File: src/rtl/delta_scan_pkg.sv
package delta_scan_pkg;
  // context of the line currently being scanned, latched at line sync
  typedef struct packed {
    logic on;     // row index below field height, line counted
    logic odd;    // row index is odd: delayed column timing
    logic right;  // latched scan direction
    logic skip;   // line dropped by hold request
  } line_ctx_t;
endpackage

File: src/rtl/delta_scan_line.sv
module delta_scan_line
  import delta_scan_pkg::*;
#(
  parameter int V_LINES = 218
) (
  input  logic      clk,
  input  logic      rst,
  input  logic      frame_sync_i,
  input  logic      line_sync_i,
  input  logic      hold_line_i,
  input  logic      dir_right_i,
  output line_ctx_t ctx_o,
  output logic      vst_o,
  output logic      vck_a_o,
  output logic      vck_b_o,
  output logic      pol_o
);
  localparam int ROW_W = $clog2(V_LINES + 1);

  logic [ROW_W-1:0] row, row_nx;
  logic fresh, fresh_eff, on_nx;

  always_comb begin
    fresh_eff = fresh | frame_sync_i;
    row_nx    = row;
    if (fresh_eff)
      row_nx = '0;
    else if (row < ROW_W'(V_LINES))
      row_nx = row + 1'b1;
    on_nx = (row_nx < ROW_W'(V_LINES));
  end

  always_ff @(posedge clk) begin
    if (rst) begin
      row     <= ROW_W'(V_LINES);
      fresh   <= 1'b0;
      ctx_o   <= '{on: 1'b0, odd: 1'b0, right: 1'b1, skip: 1'b0};
      vst_o   <= 1'b0;
      vck_a_o <= 1'b1;
      vck_b_o <= 1'b0;
      pol_o   <= 1'b0;
    end else begin
      if (frame_sync_i) begin
        fresh   <= 1'b1;
        vst_o   <= 1'b1;
        vck_a_o <= 1'b1;
        vck_b_o <= 1'b0;
      end
      if (line_sync_i) begin
        pol_o       <= ~pol_o;
        ctx_o.right <= dir_right_i;
        if (hold_line_i) begin
          ctx_o.skip <= 1'b1;
          ctx_o.on   <= 1'b0;
        end else begin
          ctx_o.skip <= 1'b0;
          ctx_o.on   <= on_nx;
          ctx_o.odd  <= row_nx[0];
          row        <= row_nx;
          fresh      <= 1'b0;
          if (on_nx) begin
            vck_a_o <= frame_sync_i ? 1'b0 : ~vck_a_o;
            vck_b_o <= frame_sync_i ? 1'b1 : ~vck_b_o;
          end
          if (!fresh_eff)
            vst_o <= 1'b0;
        end
      end
    end
  end
endmodule

File: src/rtl/delta_scan_h.sv
module delta_scan_h
  import delta_scan_pkg::*;
#(
  parameter int N_PULSES       = 174,
  parameter int DOTS_PER_PULSE = 3,
  parameter int HD_PER_DOT     = 2,
  parameter int SHIFT_HD       = 3,
  parameter int H_START        = 16,
  parameter int EN_GAP         = 4,
  parameter int CLR_AT         = 4,
  parameter int CLR_LEN        = 8,
  parameter int LINE_MAX       = 2047,
  localparam int PER  = DOTS_PER_PULSE * HD_PER_DOT,
  localparam int PH_W = $clog2(PER)
) (
  input  logic            clk,
  input  logic            rst,
  input  logic            line_sync_i,
  input  line_ctx_t       ctx_i,
  output logic            hst_o,
  output logic            hck_a_o,
  output logic            hck_b_o,
  output logic            en_o,
  output logic            clr_o,
  output logic            inreg_o,
  output logic [PH_W-1:0] ph_o
);
  localparam int HALF  = PER / 2;
  localparam int POS_W = $clog2(LINE_MAX + 1);
  localparam int PC_W  = $clog2(N_PULSES);

  logic [POS_W-1:0] pos, b_pos, go_pos;
  logic [PC_W-1:0]  pc;
  logic             reg_go, hck_nx;

  always_comb begin
    b_pos  = POS_W'(H_START) + (ctx_i.odd ? POS_W'(SHIFT_HD) : '0);
    go_pos = b_pos + POS_W'(HALF - 1);
    reg_go = ctx_i.on && (pos == go_pos);
    hck_nx = inreg_o && (ph_o < PH_W'(HALF));
  end

  // line position and pulse-region counters
  always_ff @(posedge clk) begin
    if (rst) begin
      pos     <= POS_W'(LINE_MAX);
      ph_o    <= '0;
      pc      <= '0;
      inreg_o <= 1'b0;
    end else if (line_sync_i) begin
      pos     <= '0;
      ph_o    <= '0;
      pc      <= '0;
      inreg_o <= 1'b0;
    end else begin
      if (pos != POS_W'(LINE_MAX))
        pos <= pos + 1'b1;
      if (reg_go) begin
        inreg_o <= 1'b1;
        ph_o    <= '0;
        pc      <= '0;
      end else if (inreg_o) begin
        if (ph_o == PH_W'(PER - 1)) begin
          ph_o <= '0;
          if (pc == PC_W'(N_PULSES - 1))
            inreg_o <= 1'b0;
          else
            pc <= pc + 1'b1;
        end else begin
          ph_o <= ph_o + 1'b1;
        end
      end
    end
  end

  // registered drive levels
  always_ff @(posedge clk) begin
    if (rst) begin
      hst_o   <= 1'b0;
      hck_a_o <= 1'b0;
      hck_b_o <= 1'b1;
      en_o    <= 1'b1;
      clr_o   <= 1'b0;
    end else begin
      hst_o   <= ctx_i.on && (pos >= b_pos) && (pos < b_pos + POS_W'(PER));
      hck_a_o <= hck_nx;
      hck_b_o <= ~hck_nx;
      en_o    <= !(ctx_i.skip || (ctx_i.on && (pos < POS_W'(EN_GAP))));
      clr_o   <= ctx_i.on && (pos >= POS_W'(CLR_AT)) &&
                 (pos < POS_W'(CLR_AT + CLR_LEN));
    end
  end
endmodule

File: src/rtl/delta_scan_stb.sv
module delta_scan_stb #(
  parameter int PER  = 6,
  parameter int PH_W = 3
) (
  input  logic            clk,
  input  logic            rst,
  input  logic            inreg_i,
  input  logic [PH_W-1:0] ph_i,
  input  logic            right_i,
  output logic            stb_r_o,
  output logic            stb_g_o,
  output logic            stb_b_o
);
  localparam int STEP = PER / 3;

  logic [2:0] slot;

  for (genvar s = 0; s < 3; s++) begin : g_slot
    assign slot[s] = inreg_i && (ph_i == PH_W'(s * STEP));
  end

  always_ff @(posedge clk) begin
    if (rst) begin
      stb_r_o <= 1'b0;
      stb_g_o <= 1'b0;
      stb_b_o <= 1'b0;
    end else begin
      stb_r_o <= slot[1];
      stb_b_o <= right_i ? slot[0] : slot[2];
      stb_g_o <= right_i ? slot[2] : slot[0];
    end
  end
endmodule

File: src/rtl/delta_scan_gen.sv
module delta_scan_gen
  import delta_scan_pkg::*;
#(
  parameter int V_LINES        = 218,
  parameter int N_PULSES       = 174,
  parameter int DOTS_PER_PULSE = 3,
  parameter int HD_PER_DOT     = 2,
  parameter int SHIFT_HD       = 3,
  parameter int H_START        = 16,
  parameter int EN_GAP         = 4,
  parameter int CLR_AT         = 4,
  parameter int CLR_LEN        = 8,
  parameter int LINE_MAX       = 2047
) (
  input  logic clk,
  input  logic rst,
  input  logic frame_sync_i,
  input  logic line_sync_i,
  input  logic hold_line_i,
  input  logic dir_right_i,
  output logic hst_o,
  output logic hck_a_o,
  output logic hck_b_o,
  output logic vst_o,
  output logic vck_a_o,
  output logic vck_b_o,
  output logic gate_en_o,
  output logic clr_o,
  output logic dir_o,
  output logic pol_o,
  output logic stb_r_o,
  output logic stb_g_o,
  output logic stb_b_o
);
  localparam int PER  = DOTS_PER_PULSE * HD_PER_DOT;
  localparam int PH_W = $clog2(PER);

  line_ctx_t       ctx;
  logic            inreg;
  logic [PH_W-1:0] ph;

  delta_scan_line #(.V_LINES(V_LINES)) line_i (
    .clk(clk), .rst(rst),
    .frame_sync_i(frame_sync_i), .line_sync_i(line_sync_i),
    .hold_line_i(hold_line_i), .dir_right_i(dir_right_i),
    .ctx_o(ctx), .vst_o(vst_o), .vck_a_o(vck_a_o), .vck_b_o(vck_b_o),
    .pol_o(pol_o)
  );

  delta_scan_h #(
    .N_PULSES(N_PULSES), .DOTS_PER_PULSE(DOTS_PER_PULSE),
    .HD_PER_DOT(HD_PER_DOT), .SHIFT_HD(SHIFT_HD), .H_START(H_START),
    .EN_GAP(EN_GAP), .CLR_AT(CLR_AT), .CLR_LEN(CLR_LEN),
    .LINE_MAX(LINE_MAX)
  ) h_i (
    .clk(clk), .rst(rst), .line_sync_i(line_sync_i), .ctx_i(ctx),
    .hst_o(hst_o), .hck_a_o(hck_a_o), .hck_b_o(hck_b_o),
    .en_o(gate_en_o), .clr_o(clr_o), .inreg_o(inreg), .ph_o(ph)
  );

  delta_scan_stb #(.PER(PER), .PH_W(PH_W)) stb_i (
    .clk(clk), .rst(rst), .inreg_i(inreg), .ph_i(ph),
    .right_i(ctx.right),
    .stb_r_o(stb_r_o), .stb_g_o(stb_g_o), .stb_b_o(stb_b_o)
  );

  assign dir_o = ctx.right;
endmodule

File: config.mk
export PLATFORM = sky130hd
export DESIGN_NAME = delta_scan_gen
export DESIGN_NICKNAME = d
export VERILOG_FILES = /design/src/rtl/delta_scan_pkg.sv /design/src/rtl/delta_scan_line.sv /design/src/rtl/delta_scan_h.sv /design/src/rtl/delta_scan_stb.sv /design/src/rtl/delta_scan_gen.sv
export SDC_FILE = /design/constraint.sdc
export NUM_CORES = 1
export LEC_CHECK = 0
export BUFFER_PORTS_ARGS = -buffer_cell sky130_fd_sc_hd__clkbuf_2
export CAP_MARGIN = 20
export CELL_PAD_IN_SITES_DETAIL_PLACEMENT = 1
export CELL_PAD_IN_SITES_GLOBAL_PLACEMENT = 1
export CORE_UTILIZATION = 25
export CTS_CLUSTER_DIAMETER = 150
export DETAILED_ROUTE_END_ITERATION = 7
export PLACE_DENSITY = 0.57
export SLEW_MARGIN = 20
export SYNTH_ARGS = -nofsm -noshare
export SYNTH_HDL_FRONTEND = slang
export SYNTH_HIERARCHICAL = 1
export SYNTH_SLANG_ARGS = --single-unit
File: constraint.sdc
create_clock -name clk -period 2.15 [get_ports clk]
set_input_delay 0.215 -clock clk [delete_from_list [all_inputs] [get_ports clk]]
set_output_delay 0.215 -clock clk [all_outputs]
set_load 0.02 [all_outputs]
-- Word-level counts from Yosys, hierarchy flattened
Cells that the tools add are included.
- input bits: 6
- bits in registers: 48
- word-level logic and storage cells: 99
- output and inout port bits: 13
- $lt $le $gt $ge: 8
- reduce and logical (&&, ||, !) cells: 18
- bitwise gates (word level): 7
- mux-type cells: 31
- equality and inequality tests: 6
- add/subtract/negate cells: 7
- operator list (kind ; count):
    1-bit 2-to-1 mux ; 25
    11-bit 2-to-1 mux ; 2
    8-bit by 1-bit adder with 8-bit output, second input constant ; 2
    8-bit < comparator, second input constant ; 2
    8-bit 2-to-1 mux ; 2
    11-bit by 1-bit adder with 11-bit output, second input constant ; 1
    11-bit by 2-bit adder with 11-bit output, second input constant ; 1
    11-bit by 3-bit adder with 11-bit output, second input constant ; 1
    5-bit by 11-bit adder with 11-bit output, first input constant ; 1
    11-bit equality test ; 1
    11-bit greater-or-equal comparator ; 1
    11-bit by 3-bit greater-or-equal comparator with 1-bit output, second input constant ; 1
    11-bit < comparator ; 1
    11-bit by 3-bit < comparator with 1-bit output, second input constant ; 1
    11-bit by 4-bit < comparator with 1-bit output, second input constant ; 1
    11-bit != test, second input constant ; 1
    1-bit logical AND ; 10
    8-bit equality test, second input constant ; 1
    3-bit equality test, second input constant ; 2
    1-bit NOT ; 6
    3-bit by 1-bit adder with 3-bit output, second input constant ; 1
    3-bit by 2-bit equality test with 1-bit output, second input constant ; 1
    3-bit zero test ; 1
    3-bit by 2-bit < comparator with 1-bit output, second input constant ; 1
    other kinds (10) ; 10

-- Longest topological paths before layout
- depth in word-level cells: 7
- gate-level depth with buffers: 8
- mapped depth without buffers: 7

-- Cells and area by module
The synthesis kept the hierarchy.
- modules (own cells, without submodules) (module ; cells an instance ; sequential area each (um^2) ; area an instance (um^2) ; instances):
    delta_scan_h ; 164 ; 560.5 ; 1567.8 ; 1
    delta_scan_line ; 107 ; 320.3 ; 855.8 ; 1
    delta_scan_stb ; 9 ; 60.1 ; 98.8 ; 1

-- Least setup slack after synthesis
No wires, ideal clock.
- kind: register -> register
- start: register line_i.row[0]
- end: register line_i.vck_b_o
- stages on the path, launching flop included: 9
- buffers on the path: 1
- period minus slack after synthesis: 1.960 ns
- data arrival time: 1.836 ns
- data required time: 2.027 ns
- library setup time: 0.123 ns
- path slack: 0.190 ns
- path through: dfxtp_1 -> ha_1 -> buf_2 -> and3_1 -> a21oi_1 -> a311oi_1 -> a31oi_1 -> o21ai_2 -> mux2_1
- longest elaborated chain between the ends: 7
- elaborated cells between the ends (all ways): 8
- those cells by class: add/sub (1); order compare (2); mux (5)
- RTL lines (what ; RTL line ; text):
    from (decl) ; delta_scan_line.sv:20 ; logic [ROW_W-1:0] row, row_nx;
    from (signal assigned) ; delta_scan_line.sv:35 ; row <= ROW_W'(V_LINES);
    from (signal assigned) ; delta_scan_line.sv:59 ; row <= row_nx;
    8-bit by 1-bit adder with 8-bit output / 8-bit < comparator (equally long branches) ; delta_scan_line.sv:29, delta_scan_line.sv:28 ;
    8-bit 2-to-1 mux * ; delta_scan_line.sv:28 ; else if (row < ROW_W'(V_LINES))
    8-bit 2-to-1 mux * ; delta_scan_line.sv:26 ; if (fresh_eff)
    8-bit < comparator * ; delta_scan_line.sv:30 ; on_nx = (row_nx < ROW_W'(V_LINES));
    1-bit 2-to-1 mux * ; delta_scan_line.sv:61 ; if (on_nx) begin
    1-bit 2-to-1 mux * ; delta_scan_line.sv:52 ; if (hold_line_i) begin
    1-bit 2-to-1 mux * ; delta_scan_line.sv:49 ; if (line_sync_i) begin
    to (signal assigned) ; delta_scan_line.sv:63 ; vck_b_o <= frame_sync_i ? 1'b1 : ~vck_b_o;
    to (decl) ; delta_scan_line.sv:15 ; output logic vck_b_o,
Mark *: on every way between the ends. The rest lies on a longest branch, timed or not.
A chain may end at the register's enable or synchronous reset.

-- Final worst setup path
- start: register line_i.row[1]
- end: register line_i.vck_b_o
Same word-level chain as after synthesis.

==> flow_metrics.tcl <==
set metrics [dict create \
    p_sw_mw 0.528 \
    criticalPathCategory "flip-flop to flip-flop" \
    fin_crit_ns 1.99 \
    post-route-period-util_pct 92.7 \
    post-route-util_pct 29.2 \
    die_w_um 102 \
    antenna_found_initial 0 \
    syn_area_um2 2520 \
    synth_warnings 6 \
    drt_iter0_drc 49 \
    pre_cts_ws_ns 0.0928 \
    yosysSeqAreaShare_pct 37.3 \
    hold_path.class "primary input to flip-flop" \
    power_leakage_nw 1.09 \
    finalMaxSlewViolations 0 \
    swShare_pct 29.8 \
    hpwl_mm 4.16 \
    p_int_mw 1.25 \
    hold_viol_final 0 \
    end_kind "flip-flop" \
    clk_latency_ns 0.31 \
    finalSetupViolations 0 \
    wl_per_cell_um 13.3 \
    ant_nets 0 \
    coreArea_um2 9770 \
    ys_ff_latch 47 \
    overflow 0 \
    slew_headroom_pct 71.1 \
    n_fill_cell 1174 \
    grt_pass1_wl_mm 9.38 \
    placement.io_buffers 18 \
    peakVddDrop_mv 0.259 \
    cts_buffers 5 \
    cts_tree "yes" \
    grt_pass1_vias 1952 \
    nets 315 \
    startpoint_type "flip-flop" \
    synthCells 280 \
    tightest_slew_ns 0.434 \
    htree_levels 2 \
    combPwrFrac_pct 14.1 \
    crit_fanout 7 \
    finClkSkew_ns 0.0110 \
    m1WireLength_mm 2.90 \
    synth_edf_count 0 \
    drt-pass1-iter-count 4 \
    dieArea_um2 10500 \
    cts_num_sinks 47 \
    rows 36 \
    start_util_pct 25.8 \
    cts_hold_buf 0 \
    wl_met3_um 145 \
    synth_area_per_cell_um2 9.01 \
    fmax_mhz 502 \
    required_ns 2.35 \
    track_usage_pct 11.3 \
    ys_types 56 \
    ioPinCount 19 \
    cts.path.max_buffers 2 \
    diodes 0 \
    area_growth_syn_to_layout_pct 13.3 \
    die_h_um 102 \
    power.density_nw_per_um2 621 \
    tns_ns 0 \
    wl_met2_mm 2.64 \
    setup_slack_ns 0.156 \
    grt_max_degree 22 \
    wirelength_mm 5.76 \
    syn_nets 296 \
    ys.flop_type "dfxtp_1" \
    final_common_cell "dfxtp_1" \
    vias_per_cell 4.71 \
    rsz0062_at_grt "no" \
    place_congestion 0.730 \
    vias 2038 \
    final_cell_mix "dfxtp_1 (45), nor2_1 (32), nand2_1 (19), clkbuf_2 (18)" \
    async_flop_share_pct 0 \
    clkTransAtPathRegs_ns 0.10 \
    status "complete, no violations" \
    postCtsSetupBuffers 0 \
    post_cts.resized_instances 0 \
    maxUsedRoutingLayer "met4" \
    ctsRootBufferMaster "clkbuf_8" \
    drc 0 \
    drive_above_1_share_pct 19.0 \
    holdWs_ns 0.110 \
    arrival_ns 2.19 \
    maxCapViolations 0 \
    pwr-share-seq_pct 54.0 \
    pwr-share-clk_pct 31.9 \
]
==> path summary, 6_finish.rpt <==
kind	startpoint	endpoint	slack (ns)	cells after the start
max	line_i/row[1]	line_i/vck_b_o	0.16	7
min	dir_right_i	line_i/ctx_o[1]	0.11	2
max reg2reg	line_i/row[1]	line_i/vck_b_o	0.16	7
min reg2reg	line_i/ctx_o[0]	h_i/en_o	0.45	1
==> sequential cells by signal, summed over array words and instances (netlist names), 3 cells and up <==
register and count:
line_i/row 8, h_i/pos 11, h_i/pc 8, line_i/ctx_o 3
h_i/ph_o 3
==> cell usage after synthesis (all sizes together) (2+ instances only) <==
library cell	number	area [µm²]
dfxtp	47	941
nor2	32	120
nand2	19	71.3
a21oi	14	73.8
o21ai	14	73.8
xnor2	11	96.3
ha	10	125
inv	10	37.5
nand3	10	67.6
o21bai	10	75.1
a31oi	9	56.3
buf	9	71.3
clkbuf	7	26.3
mux2i	7	70.1
nor3	7	46.3
nand4	5	31.3
nor4	5	31.3
a2111oi	4	78.8
nand2b	4	25.0
nand3b	4	30.0
nor2b	4	25.0
a211oi	3	27.5
and3	3	18.8
nor3b	3	33.8
o31ai	3	22.5
xor2	3	26.3
a21boi	2	15.0
a21o	2	15.0
and4	2	21.3
nor4b	2	17.5
or4	2	22.5
==> cells by family after synthesis <==
logic type,after synthesis,synth area share (%)
xor+xnor,14,4.86
buf+inv,26,5.36
fa+ha+maj,10,4.96
mux,8,3.22
flops,47,37.3
simple gates,107,24.6
compound gates,68,19.7
==> final cells by class <==
cell class	instances	area, µm²	area share, %
well taps	133	166	5.82
clock inverters	3	23.8	0.832
multi-input cells	207	1450	50.8
clock buffers	5	68.8	2.41
flip-flops and latches	47	943	33.0
repair buffers	28	165	5.78
inverters	10	37.5	1.31
==> metal layers <==
layer	up-vias	track usage (%)
li1	1036	-
met1	970	14.4
met2	26	19.2
met3	6	2.26
met4	0	3.30
met5	-	0
==> per-stage QoR <==
step                      cell area, µm²  total power, mW  instances
after CTS                           2850             1.80        433
after floorplan                     2520             1.15        280
after global routing                2860             1.88        433
final                               2860             1.77        433
after detailed placement            2760             1.23        425
after global placement              2760             1.22        425
==> power groups by stage <==
stage | sequential, mW | combinational, mW | clock (mW)
floorplan | 0.968 | 0.183 | 0
global placement | 0.973 | 0.245 | 0
detailed placement | 0.976 | 0.250 | 0
CTS | 0.956 | 0.251 | 0.596
global route | 0.965 | 0.283 | 0.633
finish | 0.957 | 0.250 | 0.567
==> critical path, stage by stage (launching register included) <==
cell and delay, ns:
dfxtp_2 0.40, ha_1 0.22, and3_1 0.22, a21oi_1 0.10, a311oi_2 0.30, a31oi_1 0.14
o21ai_2 0.17, mux2_1 0.34
Note: power is estimated with default switching activity, not from simulation.
